[src/rtl/rtc_cal_pkg.sv]
package rtc_cal_pkg;

    localparam int BYTE_W = 8;
    localparam int OFS_W  = 4;

    typedef logic [BYTE_W-1:0] byte_t;
    typedef logic [OFS_W-1:0]  ofs_t;

    localparam ofs_t OFS_YEAR  = 4'hF;
    localparam ofs_t OFS_MONTH = 4'hE;
    localparam ofs_t OFS_DATE  = 4'hD;
    localparam ofs_t OFS_WDAY  = 4'hC;
    localparam ofs_t OFS_HOUR  = 4'hB;
    localparam ofs_t OFS_MIN   = 4'hA;
    localparam ofs_t OFS_SEC   = 4'h9;
    localparam ofs_t OFS_CTRL  = 4'h8;
    localparam ofs_t OFS_CENT  = 4'h1;

    localparam int CTRL_SET_BIT  = 7;
    localparam int CTRL_SNAP_BIT = 6;
    localparam int SEC_STOP_BIT  = 7;

    typedef struct packed {
        byte_t cent;
        byte_t year;
        byte_t month;
        byte_t date;
        byte_t wday;
        byte_t hour;
        byte_t minute;
        byte_t second;
    } cal_t;

    localparam cal_t CAL_RESET = '{cent: 8'h20, year: 8'h00, month: 8'h01,
                                   date: 8'h01, wday: 8'h01, hour: 8'h00,
                                   minute: 8'h00, second: 8'h00};

    // BCD +1 on a two-digit byte
    function automatic byte_t bcd_inc(byte_t v);
        if (v[3:0] == 4'h9) return {v[7:4] + 4'h1, 4'h0};
        return v + 8'h01;
    endfunction

    function automatic logic roll_wrap(byte_t v, byte_t last);
        return v == last;
    endfunction

    function automatic byte_t roll_val(byte_t v, byte_t last, byte_t first);
        return (v == last) ? first : bcd_inc(v);
    endfunction

    // 10*t + o is divisible by 4 exactly when 2*t + o is
    function automatic logic leap_year(byte_t yr);
        if (yr[4]) return (yr[3:0] == 4'h2) || (yr[3:0] == 4'h6);
        return (yr[3:0] == 4'h0) || (yr[3:0] == 4'h4) || (yr[3:0] == 4'h8);
    endfunction

    function automatic byte_t month_last_day(byte_t mon, byte_t yr);
        case (mon)
            8'h02:                      return leap_year(yr) ? 8'h29 : 8'h28;
            8'h04, 8'h06, 8'h09, 8'h11: return 8'h30;
            default:                    return 8'h31;
        endcase
    endfunction

    // writable bits per time field
    function automatic byte_t field_mask(ofs_t ofs);
        case (ofs)
            OFS_SEC, OFS_MIN: return 8'h7F;
            OFS_HOUR, OFS_DATE: return 8'h3F;
            OFS_MONTH:        return 8'h1F;
            OFS_WDAY:         return 8'h07;
            default:          return 8'hFF;
        endcase
    endfunction

endpackage

[src/rtl/rtc_cal_step.sv]
module rtc_cal_step
    import rtc_cal_pkg::*;
(
    input  cal_t cur,
    output cal_t nxt
);
    logic c_sec, c_min, c_hour, c_date, c_mon, c_year;

    always_comb begin
        nxt    = cur;
        c_sec  = roll_wrap(cur.second, 8'h59);
        c_min  = 1'b0;
        c_hour = 1'b0;
        c_date = 1'b0;
        c_mon  = 1'b0;
        c_year = 1'b0;
        nxt.second = roll_val(cur.second, 8'h59, 8'h00);
        if (c_sec) begin
            c_min      = roll_wrap(cur.minute, 8'h59);
            nxt.minute = roll_val(cur.minute, 8'h59, 8'h00);
        end
        if (c_min) begin
            c_hour   = roll_wrap(cur.hour, 8'h23);
            nxt.hour = roll_val(cur.hour, 8'h23, 8'h00);
        end
        if (c_hour) begin
            nxt.wday = roll_val(cur.wday, 8'h07, 8'h01);
            c_date   = roll_wrap(cur.date, month_last_day(cur.month, cur.year));
            nxt.date = roll_val(cur.date, month_last_day(cur.month, cur.year), 8'h01);
        end
        if (c_date) begin
            c_mon     = roll_wrap(cur.month, 8'h12);
            nxt.month = roll_val(cur.month, 8'h12, 8'h01);
        end
        if (c_mon) begin
            c_year   = roll_wrap(cur.year, 8'h99);
            nxt.year = roll_val(cur.year, 8'h99, 8'h00);
        end
        if (c_year) begin
            nxt.cent = roll_val(cur.cent, 8'h99, 8'h00);
        end
    end

endmodule

[src/rtl/rtc_cal_counter.sv]
module rtc_cal_counter
    import rtc_cal_pkg::*;
(
    input  logic clk,
    input  logic rst,
    input  logic tick,
    input  logic load,
    input  cal_t load_val,
    input  logic stop_we,
    input  logic stop_val,
    output cal_t cnt,
    output logic stopped
);
    cal_t cnt_next;

    rtc_cal_step u_step (
        .cur (cnt),
        .nxt (cnt_next)
    );

    always_ff @(posedge clk) begin
        if (rst) begin
            cnt     <= CAL_RESET;
            stopped <= 1'b0;
        end else begin
            if (stop_we) stopped <= stop_val;
            if (load) begin
                cnt <= load_val;
            end else if (tick && !stopped) begin
                cnt <= cnt_next;
            end
        end
    end

    // an enabled tick always moves the count
    assert_tick_advances_R1: assert property (@(posedge clk) disable iff (rst)
        (tick && !stopped && !load) |=> (cnt != $past(cnt)));

    // a set stop flag holds the count
    assert_stop_freezes_R8: assert property (@(posedge clk) disable iff (rst)
        (stopped && !load) |=> $stable(cnt));

    // a load takes the visible bank as it stood
    assert_load_copies_R7: assert property (@(posedge clk) disable iff (rst)
        load |=> (cnt == $past(load_val)));

endmodule

[src/rtl/rtc_cal_visible.sv]
module rtc_cal_visible
    import rtc_cal_pkg::*;
(
    input  logic  clk,
    input  logic  rst,
    input  logic  tick,
    input  logic  wr_en,
    input  ofs_t  addr,
    input  byte_t wdata,
    input  cal_t  cnt,
    output cal_t  vis,
    output logic  snap_bit,
    output logic  set_bit,
    output logic  load,
    output logic  stop_we,
    output logic  stop_val
);
    logic  refresh_q;
    logic  ctrl_wr;
    byte_t wmasked;

    assign ctrl_wr  = wr_en && (addr == OFS_CTRL);
    assign load     = ctrl_wr && set_bit && !wdata[CTRL_SET_BIT];
    assign stop_we  = wr_en && (addr == OFS_SEC);
    assign stop_val = wdata[SEC_STOP_BIT];
    assign wmasked  = wdata & field_mask(addr);

    always_ff @(posedge clk) begin
        if (rst) begin
            vis       <= CAL_RESET;
            snap_bit  <= 1'b0;
            set_bit   <= 1'b0;
            refresh_q <= 1'b0;
        end else begin
            refresh_q <= tick;
            // freeze bits sampled before this edge's write: a halt never aborts a refresh
            if (refresh_q && !snap_bit && !set_bit) vis <= cnt;
            if (ctrl_wr) begin
                set_bit  <= wdata[CTRL_SET_BIT];
                snap_bit <= wdata[CTRL_SNAP_BIT];
            end else if (wr_en && set_bit) begin
                case (addr)
                    OFS_YEAR:  vis.year   <= wmasked;
                    OFS_MONTH: vis.month  <= wmasked;
                    OFS_DATE:  vis.date   <= wmasked;
                    OFS_WDAY:  vis.wday   <= wmasked;
                    OFS_HOUR:  vis.hour   <= wmasked;
                    OFS_MIN:   vis.minute <= wmasked;
                    OFS_SEC:   vis.second <= wmasked;
                    OFS_CENT:  vis.cent   <= wmasked;
                    default:   ;
                endcase
            end
        end
    end

    // an unfrozen refresh takes the whole count
    assert_refresh_copies_R4: assert property (@(posedge clk) disable iff (rst)
        (refresh_q && !snap_bit && !set_bit && !wr_en) |=> (vis == $past(cnt)));

    // a halt written on the refresh edge does not cancel it
    assert_halt_keeps_refresh_R6: assert property (@(posedge clk) disable iff (rst)
        (refresh_q && !snap_bit && !set_bit && ctrl_wr) |=> (vis == $past(cnt)));

    // a frozen bank changes only by a write
    assert_frozen_bank_R5: assert property (@(posedge clk) disable iff (rst)
        ((snap_bit || set_bit) && !wr_en) |=> $stable(vis));

    // freeze bits come out of reset cleared
    assert_reset_clears_R9: assert property (@(posedge clk) disable iff (rst)
        $past(rst) |-> (!snap_bit && !set_bit));

endmodule

[src/rtl/rtc_cal_readport.sv]
module rtc_cal_readport
    import rtc_cal_pkg::*;
(
    input  logic  clk,
    input  logic  rst,
    input  logic  rd_en,
    input  ofs_t  addr,
    input  cal_t  vis,
    input  logic  stopped,
    input  logic  snap_bit,
    input  logic  set_bit,
    output byte_t rd_data
);
    byte_t sel;

    always_comb begin
        case (addr)
            OFS_YEAR:  sel = vis.year;
            OFS_MONTH: sel = vis.month;
            OFS_DATE:  sel = vis.date;
            OFS_WDAY:  sel = vis.wday;
            OFS_HOUR:  sel = vis.hour;
            OFS_MIN:   sel = vis.minute;
            OFS_SEC:   sel = vis.second | (byte_t'(stopped) << SEC_STOP_BIT);
            OFS_CTRL:  sel = (byte_t'(set_bit) << CTRL_SET_BIT) |
                             (byte_t'(snap_bit) << CTRL_SNAP_BIT);
            OFS_CENT:  sel = vis.cent;
            default:   sel = '0;
        endcase
    end

    always_ff @(posedge clk) begin
        if (rst)        rd_data <= '0;
        else if (rd_en) rd_data <= sel;
    end

    // read data only moves on a read strobe
    assert_read_holds_R10: assert property (@(posedge clk) disable iff (rst)
        !rd_en |=> $stable(rd_data));

endmodule

[src/rtl/rtc_calendar.sv]
module rtc_calendar
    import rtc_cal_pkg::*;
#(
    parameter int ADDR_W = rtc_cal_pkg::OFS_W,
    parameter int DATA_W = rtc_cal_pkg::BYTE_W
) (
    input  logic              clk,
    input  logic              rst,
    input  logic              tick_1hz,
    input  logic [ADDR_W-1:0] addr,
    input  logic              wr_en,
    input  logic [DATA_W-1:0] wdata,
    input  logic              rd_en,
    output logic [DATA_W-1:0] rd_data
);
    cal_t cnt, vis;
    logic stopped, snap_bit, set_bit, load, stop_we, stop_val;

    rtc_cal_visible u_visible (
        .clk      (clk),
        .rst      (rst),
        .tick     (tick_1hz),
        .wr_en    (wr_en),
        .addr     (addr),
        .wdata    (wdata),
        .cnt      (cnt),
        .vis      (vis),
        .snap_bit (snap_bit),
        .set_bit  (set_bit),
        .load     (load),
        .stop_we  (stop_we),
        .stop_val (stop_val)
    );

    rtc_cal_counter u_counter (
        .clk      (clk),
        .rst      (rst),
        .tick     (tick_1hz),
        .load     (load),
        .load_val (vis),
        .stop_we  (stop_we),
        .stop_val (stop_val),
        .cnt      (cnt),
        .stopped  (stopped)
    );

    rtc_cal_readport u_read (
        .clk      (clk),
        .rst      (rst),
        .rd_en    (rd_en),
        .addr     (addr),
        .vis      (vis),
        .stopped  (stopped),
        .snap_bit (snap_bit),
        .set_bit  (set_bit),
        .rd_data  (rd_data)
    );

endmodule

[config.mk]
export PLATFORM = sky130hd
export DESIGN_NAME = rtc_calendar
export DESIGN_NICKNAME = d
export VERILOG_FILES = /design/src/rtl/rtc_cal_pkg.sv /design/src/rtl/rtc_cal_step.sv /design/src/rtl/rtc_cal_counter.sv /design/src/rtl/rtc_cal_visible.sv /design/src/rtl/rtc_cal_readport.sv /design/src/rtl/rtc_calendar.sv
export SDC_FILE = /design/constraint.sdc
export NUM_CORES = 1
export LEC_CHECK = 0
export BUFFER_PORTS_ARGS = -buffer_cell sky130_fd_sc_hd__buf_2
export CAP_MARGIN = 20
export CORE_UTILIZATION = 55
export CTS_CLUSTER_DIAMETER = 60
export CTS_CLUSTER_SIZE = 30
export DETAILED_ROUTE_END_ITERATION = 16
export PLACE_DENSITY = 0.71
export SLEW_MARGIN = 15
export SYNTH_ARGS = -nofsm -noshare
export SYNTH_HDL_FRONTEND = slang
export SYNTH_HIERARCHICAL = 1
export SYNTH_SLANG_ARGS = --single-unit
[constraint.sdc]
create_clock -name clk -period 6.4 [get_ports clk]
set_input_delay 0 -clock clk [delete_from_list [all_inputs] [get_ports clk]]
set_output_delay 0 -clock clk [all_outputs]
set_load 0.05 [all_outputs]
### After elaboration in Yosys (flattened, before gate mapping)

Index checks and enable logic that the tools add are counted.

| storage, ports and cells | value |
|---|---|
| bits of input ports | 17 |
| logic and storage cells | 181 |
| output and inout bits | 8 |
| register bits | 140 |

| operators by class | value |
|---|---|
| bitwise operators | 3 |
| add/sub/neg operators | 16 |
| reductions and logical operators | 32 |
| multiplexer cells | 75 |
| equal/unequal tests | 34 |

Operator list:

| cell | count |
|---|---|
| 64-bit two-way mux | 5 |
| 8-bit two-way mux | 38 |
| 8-bit one-hot mux with 9 select lines | 1 |
| 4-bit equality test (second input constant) | 17 |
| 8-bit by 1-bit adder with 8-bit output (second input constant) | 8 |
| 4-bit by 1-bit adder with 4-bit output (second input constant) | 8 |
| 8-bit one-hot mux with 4 select lines | 1 |
| 1-bit two-way mux | 28 |
| 8-bit by 3-bit equality test with 1-bit output (second input constant) | 3 |
| 8-bit by 5-bit equality test with 1-bit output (second input constant) | 2 |
| 8-bit by 7-bit equality test with 1-bit output (second input constant) | 2 |
| 8-bit equality test (second input constant) | 2 |
| 16-bit two-way mux | 1 |
| 2-bit nonzero test | 7 |
| 2-bit AND reduction | 6 |
| 5-bit one-hot mux with 2 select lines | 1 |
| 8-bit bitwise AND | 1 |
| 4-bit by 3-bit equality test with 1-bit output (second input constant) | 2 |
| 8-bit by 2-bit equality test with 1-bit output (second input constant) | 1 |
| 8-bit by 4-bit equality test with 1-bit output (second input constant) | 1 |
| 8-bit by 6-bit equality test with 1-bit output (second input constant) | 1 |
| 8-bit equality test | 1 |
| 1-bit logical AND | 8 |
| 8-bit by 7-bit OR with 8-bit output | 1 |
| 8 further kinds | 14 |

### Depth between registers and ports, before layout

| depth | value |
|---|---|
| word-level depth | 20 |
| gate-level depth with buffers | 14 |
| mapped depth without buffers | 12 |

### Cells and area by module

Netlist, hierarchy kept.

By module, submodules not included:

| module | area an instance (um^2) | instances | sequential area each (um^2) | cells each |
|---|---|---|---|---|
| rtc_cal_counter | 3772.4 | 1 | 1301.2 | 367 |
| rtc_cal_visible | 3086.7 | 1 | 1341.3 | 373 |
| rtc_cal_step | 2565.0 | 1 | 0.0 | 401 |
| rtc_cal_readport | 1027.2 | 1 | 160.2 | 127 |

### Least setup slack after synthesis

No wires, ideal clock.

| timing path | value |
|---|---|
| path kind | reg2reg |
| from | register u_counter/cnt[44] (netlist name) |
| to | register u_counter/cnt[58] (netlist name) |
| setup time | 124 ps |
| clock period less this slack | 3089 ps |
| path buffers | 1 |
| path slack | 3311 ps |
| arrival | 2965 ps |
| stages on the path, launching flop included | 14 |
| data required time | 6276 ps |
| path through | dfxtp_1 -> inv_1 -> ha_1 -> or2b_2 -> nor4_1 -> mux2_4 -> nor4_4 -> mux2i_2 -> buf_6 -> or2_2 -> o22a_1 -> mux2_1 -> a21oi_2 -> nor3_2 |

| between the ends | value |
|---|---|
| longest elaborated chain between the ends | 10 |
| elaborated cells on any way between the ends | 15 |
| classes of those cells | eq/ne: 7; mux: 5; reduce/logical: 3 |

RTL lines:

| element | RTL line | source |
|---|---|---|
| 8-bit by 3-bit equality test with 1-bit output, or another cell as far along | rtc_cal_pkg.sv:59 | `case (mon)` |
| 4-bit OR reduction | rtc_cal_pkg.sv:59 |  |
| 5-bit one-hot mux with 2 select lines | rtc_cal_pkg.sv:59 |  |
| 8-bit two-way mux | rtc_cal_step.sv:26 | `if (c_hour) begin` |
| 8-bit equality test | rtc_cal_pkg.sv:45 | `return v == last;` |
| 1-bit two-way mux | rtc_cal_step.sv:26 |  |
| 1-bit two-way mux (*) | rtc_cal_step.sv:31 | `if (c_date) begin` |
| 1-bit two-way mux (*) | rtc_cal_step.sv:35 | `if (c_mon) begin` |
| 2-bit nonzero test (no source line) (*) | -- |  |
| 2-bit AND reduction (no source line) (*) | -- |  |

Mark *: on every way between the ends. The rest lies on a longest branch, timed or not. The select of a mux whose other input is x is not followed.
A chain may end at the register's enable or synchronous reset.

### Worst setup path after layout

| timing path | value |
|---|---|
| from | register u_counter/cnt[44] (netlist name) |
| to | register u_counter/cnt[58] (netlist name) |

| between the ends | value |
|---|---|
| longest elaborated chain between the ends | 10 |
| elaborated cells on any way between the ends | 15 |
| classes of those cells | eq/ne: 7; mux: 5; reduce/logical: 3 |

RTL lines:

| element | RTL line |
|---|---|
| 8-bit by 3-bit equality test with 1-bit output, or another cell as far along | rtc_cal_pkg.sv:59 |
| 4-bit OR reduction | rtc_cal_pkg.sv:59 |
| 5-bit one-hot mux with 2 select lines | rtc_cal_pkg.sv:59 |
| 8-bit two-way mux | rtc_cal_step.sv:26 |
| 8-bit equality test | rtc_cal_pkg.sv:45 |
| 1-bit two-way mux | rtc_cal_step.sv:26 |
| 1-bit two-way mux (*) | rtc_cal_step.sv:31 |
| 1-bit two-way mux (*) | rtc_cal_step.sv:35 |
| 2-bit nonzero test (no source line) (*) | -- |
| 2-bit AND reduction (no source line) (*) | -- |

Marked as above.

==> impl_metrics.tcl <==
set metrics [dict create \
    outcome "completed" \
    placementRows 50 \
    area_delta_synth_final_pct 4.11 \
    core_area_mm2 0.0186 \
    drive_gt1_frac 0.176 \
    dieArea_mm2 0.0196 \
    slowest_delay_ns 0.43 \
    min_period_ns 3.74 \
    start_util 0.561 \
    crit_slowest_cell "nor4_1" \
    port_buffers 24 \
    die_x_um 140 \
    max_freq_mhz 267 \
    gp_congestion 0.982 \
    syn_area_mm2 0.0105 \
    drt_iter0_markers 968 \
    report.final.slew_viol_count 0 \
    root_buffer "clkbuf_16" \
    endpoint_kind "flip-flop" \
    die_h_um 140 \
    htree_levels 4 \
    syn_nets 1313 \
    insertion_delay_ns 0.42 \
    worstPathRequired_ns 6.68 \
    ys_ff_latch 140 \
    drt.antenna.violating_nets 0 \
    wirelength_mm 30.4 \
    grt_start_max_net_pins 130 \
    grt_first_pass_wirelength_mm 48.3 \
    nets 1261 \
    tightest_slew_ns 0.976 \
    ys_warn_count 6 \
    synth_ff_type "dfxtp_1" \
    grt_pass1_vias 8714 \
    synth_seq_area_share 0.268 \
    syn_area_per_cell_um2 8.24 \
    min_path_cells 3 \
    rsz0062_at_grt "false" \
    leakage_uw 0.00384 \
    grt_usage 0.313 \
    wire_per_inst_um 20.8 \
    num_antenna_cells 0 \
    slew_headroom 0.349 \
    arrival_ns 4.02 \
    post_cts_resized 0 \
    finalClockSkew_ns 0.00862 \
    clk_pin_slew_ns 0.06 \
    synth_enable_flop_cells 0 \
    synth-async-reset-ratio 0 \
    vias 9597 \
    vias_per_cell 6.56 \
    dpl_worst_slack_ns 2.76 \
    cts_tree "done" \
    critPathMaxFanout 22 \
    numCtsBuffers 17 \
    layout_setup_ws_ns 2.66 \
    worstPathCellList "inv_1 > ha_1 > or2b_2 > nor4_1 > mux2_4 > nor4_4 > mux2i_2 > buf_4 > or2_2 > o22a_1 > mux2_1 > a21oi_2 > nor3_2" \
    antenna_found_initial 1 \
    final.setup.tns_ns 0 \
    holdCritPathClass "in -> reg" \
    cts.sinks 140 \
    synth.distinct_cells 95 \
    drtPass1Iterations 6 \
    ioPinCount 25 \
    dpl.hpwl_mm 20.3 \
    drv_cap 0 \
    critPathKind "reg -> reg" \
    gr-total-overflow 0 \
    final_core_util 0.584 \
    period_share 0.585 \
    start_kind "flip-flop" \
    cts_buffer_depth 2 \
    setup_violations 0 \
    irDropWorstVdd_uv 183 \
    r2r_cells 13 \
    powerDensity_mw_per_mm2 205 \
    final_area_mm2 0.0109 \
    remaining_drc_errors 0 \
    syn_inst 1268 \
    dpl_cell_area_mm2 0.0103 \
    final_hold_viol_count 0 \
]
## critical path, delay by kind of cell (launching register included)
| kind | cells | cell delay (ns) |
|---|---|---|
| compound gates | 2 | 0.31 |
| fa+ha+maj | 1 | 0.17 |
| buf+inv | 2 | 0.41 |
| flops | 1 | 0.38 |
| mux | 3 | 0.93 |
| simple gates | 5 | 1.41 |
## placed cells by master (no fill, tap or decap), types with 31 or more instances in the layout
cell type	synthesis	layout
nand2_1	170	170
dfxtp_1	140	140
nor3_1	76	76
nor3b_1	66	65
a21oi_1	65	65
nor2_1	59	59
o21ai_0	47	47
nor3_2	40	40
mux2_2	33	33
a21oi_2	31	31
inv_1	31	31
## registers in the layout (all words and copies together), names as in the netlist
register / cells
u_counter/cnt: 64
u_visible/snap_bit: 1
u_visible/vis: 64
u_counter/stopped: 1
u_read/rd_data: 8
u_visible/refresh_q: 1
u_visible/set_bit: 1
## logic make-up after synthesis
logic type | Yosys count | share of synthesized area
muxes | 102 | 0.111
buffers and inverters | 142 | 0.0770
and+or+nand+nor | 541 | 0.297
AOI/OAI and AO/OA | 296 | 0.198
adders and majority gates | 28 | 0.0335
DFF | 140 | 0.268
xor gates and xnor gates | 19 | 0.0159
## layer usage
layer,share of wire,up-vias,track usage,wire length (um)
li1,-,4546,-,-
met1,0.44,4622,0.427,13300
met2,0.45,354,0.475,13700
met3,0.076,75,0.0671,2330
met4,0.037,0,0.131,1140
met5,0,-,0,0
## final timing paths
check                                               startpoint                              to  slack (ns)
worst max-delay path            u_counter/cnt[44]$_SDFFE_PP0P_  u_counter/cnt[58]$_SDFFE_PP0P_        2.66
worst min-delay path                                  wdata[4]    u_visible/vis[60]$_SDFF_PP0_        0.07
worst max register to register  u_counter/cnt[44]$_SDFFE_PP0P_  u_counter/cnt[58]$_SDFFE_PP0P_        2.66
worst min register to register  u_read/rd_data[0]$_SDFFE_PP0P_  u_read/rd_data[0]$_SDFFE_PP0P_        0.50
## area by class of cell
type                       instances  area [um2]
clock buffer                      18         439
clock inverter                    13         103
fill                            1761        7760
inverter                          32         120
multi-input combinational        986        6860
sequential                       140        2800
tap                              234         293
timing repair buffer              39         260
## what timing repair did
item | CTS | global route
hold buffers | 5 | 0
endpoints found under the hold margin | 6 | 0
setup buffers | 0 | 0
## synthesized netlist by cell type (13+ instances only)
cell type | count | area, um2
nor3b_1 | 66 | 495
clkbuf_1 | 28 | 105
a221oi_1 | 15 | 131
nand2_1 | 170 | 638
nor3_1 | 76 | 380
xnor2_1 | 13 | 114
mux2i_1 | 29 | 290
o21ai_0 | 47 | 235
mux2_2 | 33 | 372
mux2_1 | 27 | 304
a21oi_1 | 65 | 325
a311oi_1 | 30 | 263
nor2_1 | 59 | 221
nand3_1 | 27 | 135
buf_2 | 45 | 225
ha_1 | 28 | 350
a22oi_1 | 21 | 158
nor3_2 | 40 | 400
buf_6 | 22 | 248
a21oi_2 | 31 | 272
inv_1 | 31 | 116
dfxtp_1 | 140 | 2800
## stage by stage
step	cells	total power, uW	hold WS, ns
finish	1462	2230	0.0674
global route	1462	2320	0.0675
CTS	1462	2240	0.0537
detailed placement	1426	1310	0.306
global placement	1426	1310	0.304
floorplan	1268	1240	0.0943
## report_power, final
part	switching (uW)	total [uW]	internal [uW]
Combinational	189	325	136
Sequential	71.0	982	911
Clock	391	928	536
Note: power is estimated with default switching activity, not from simulation.
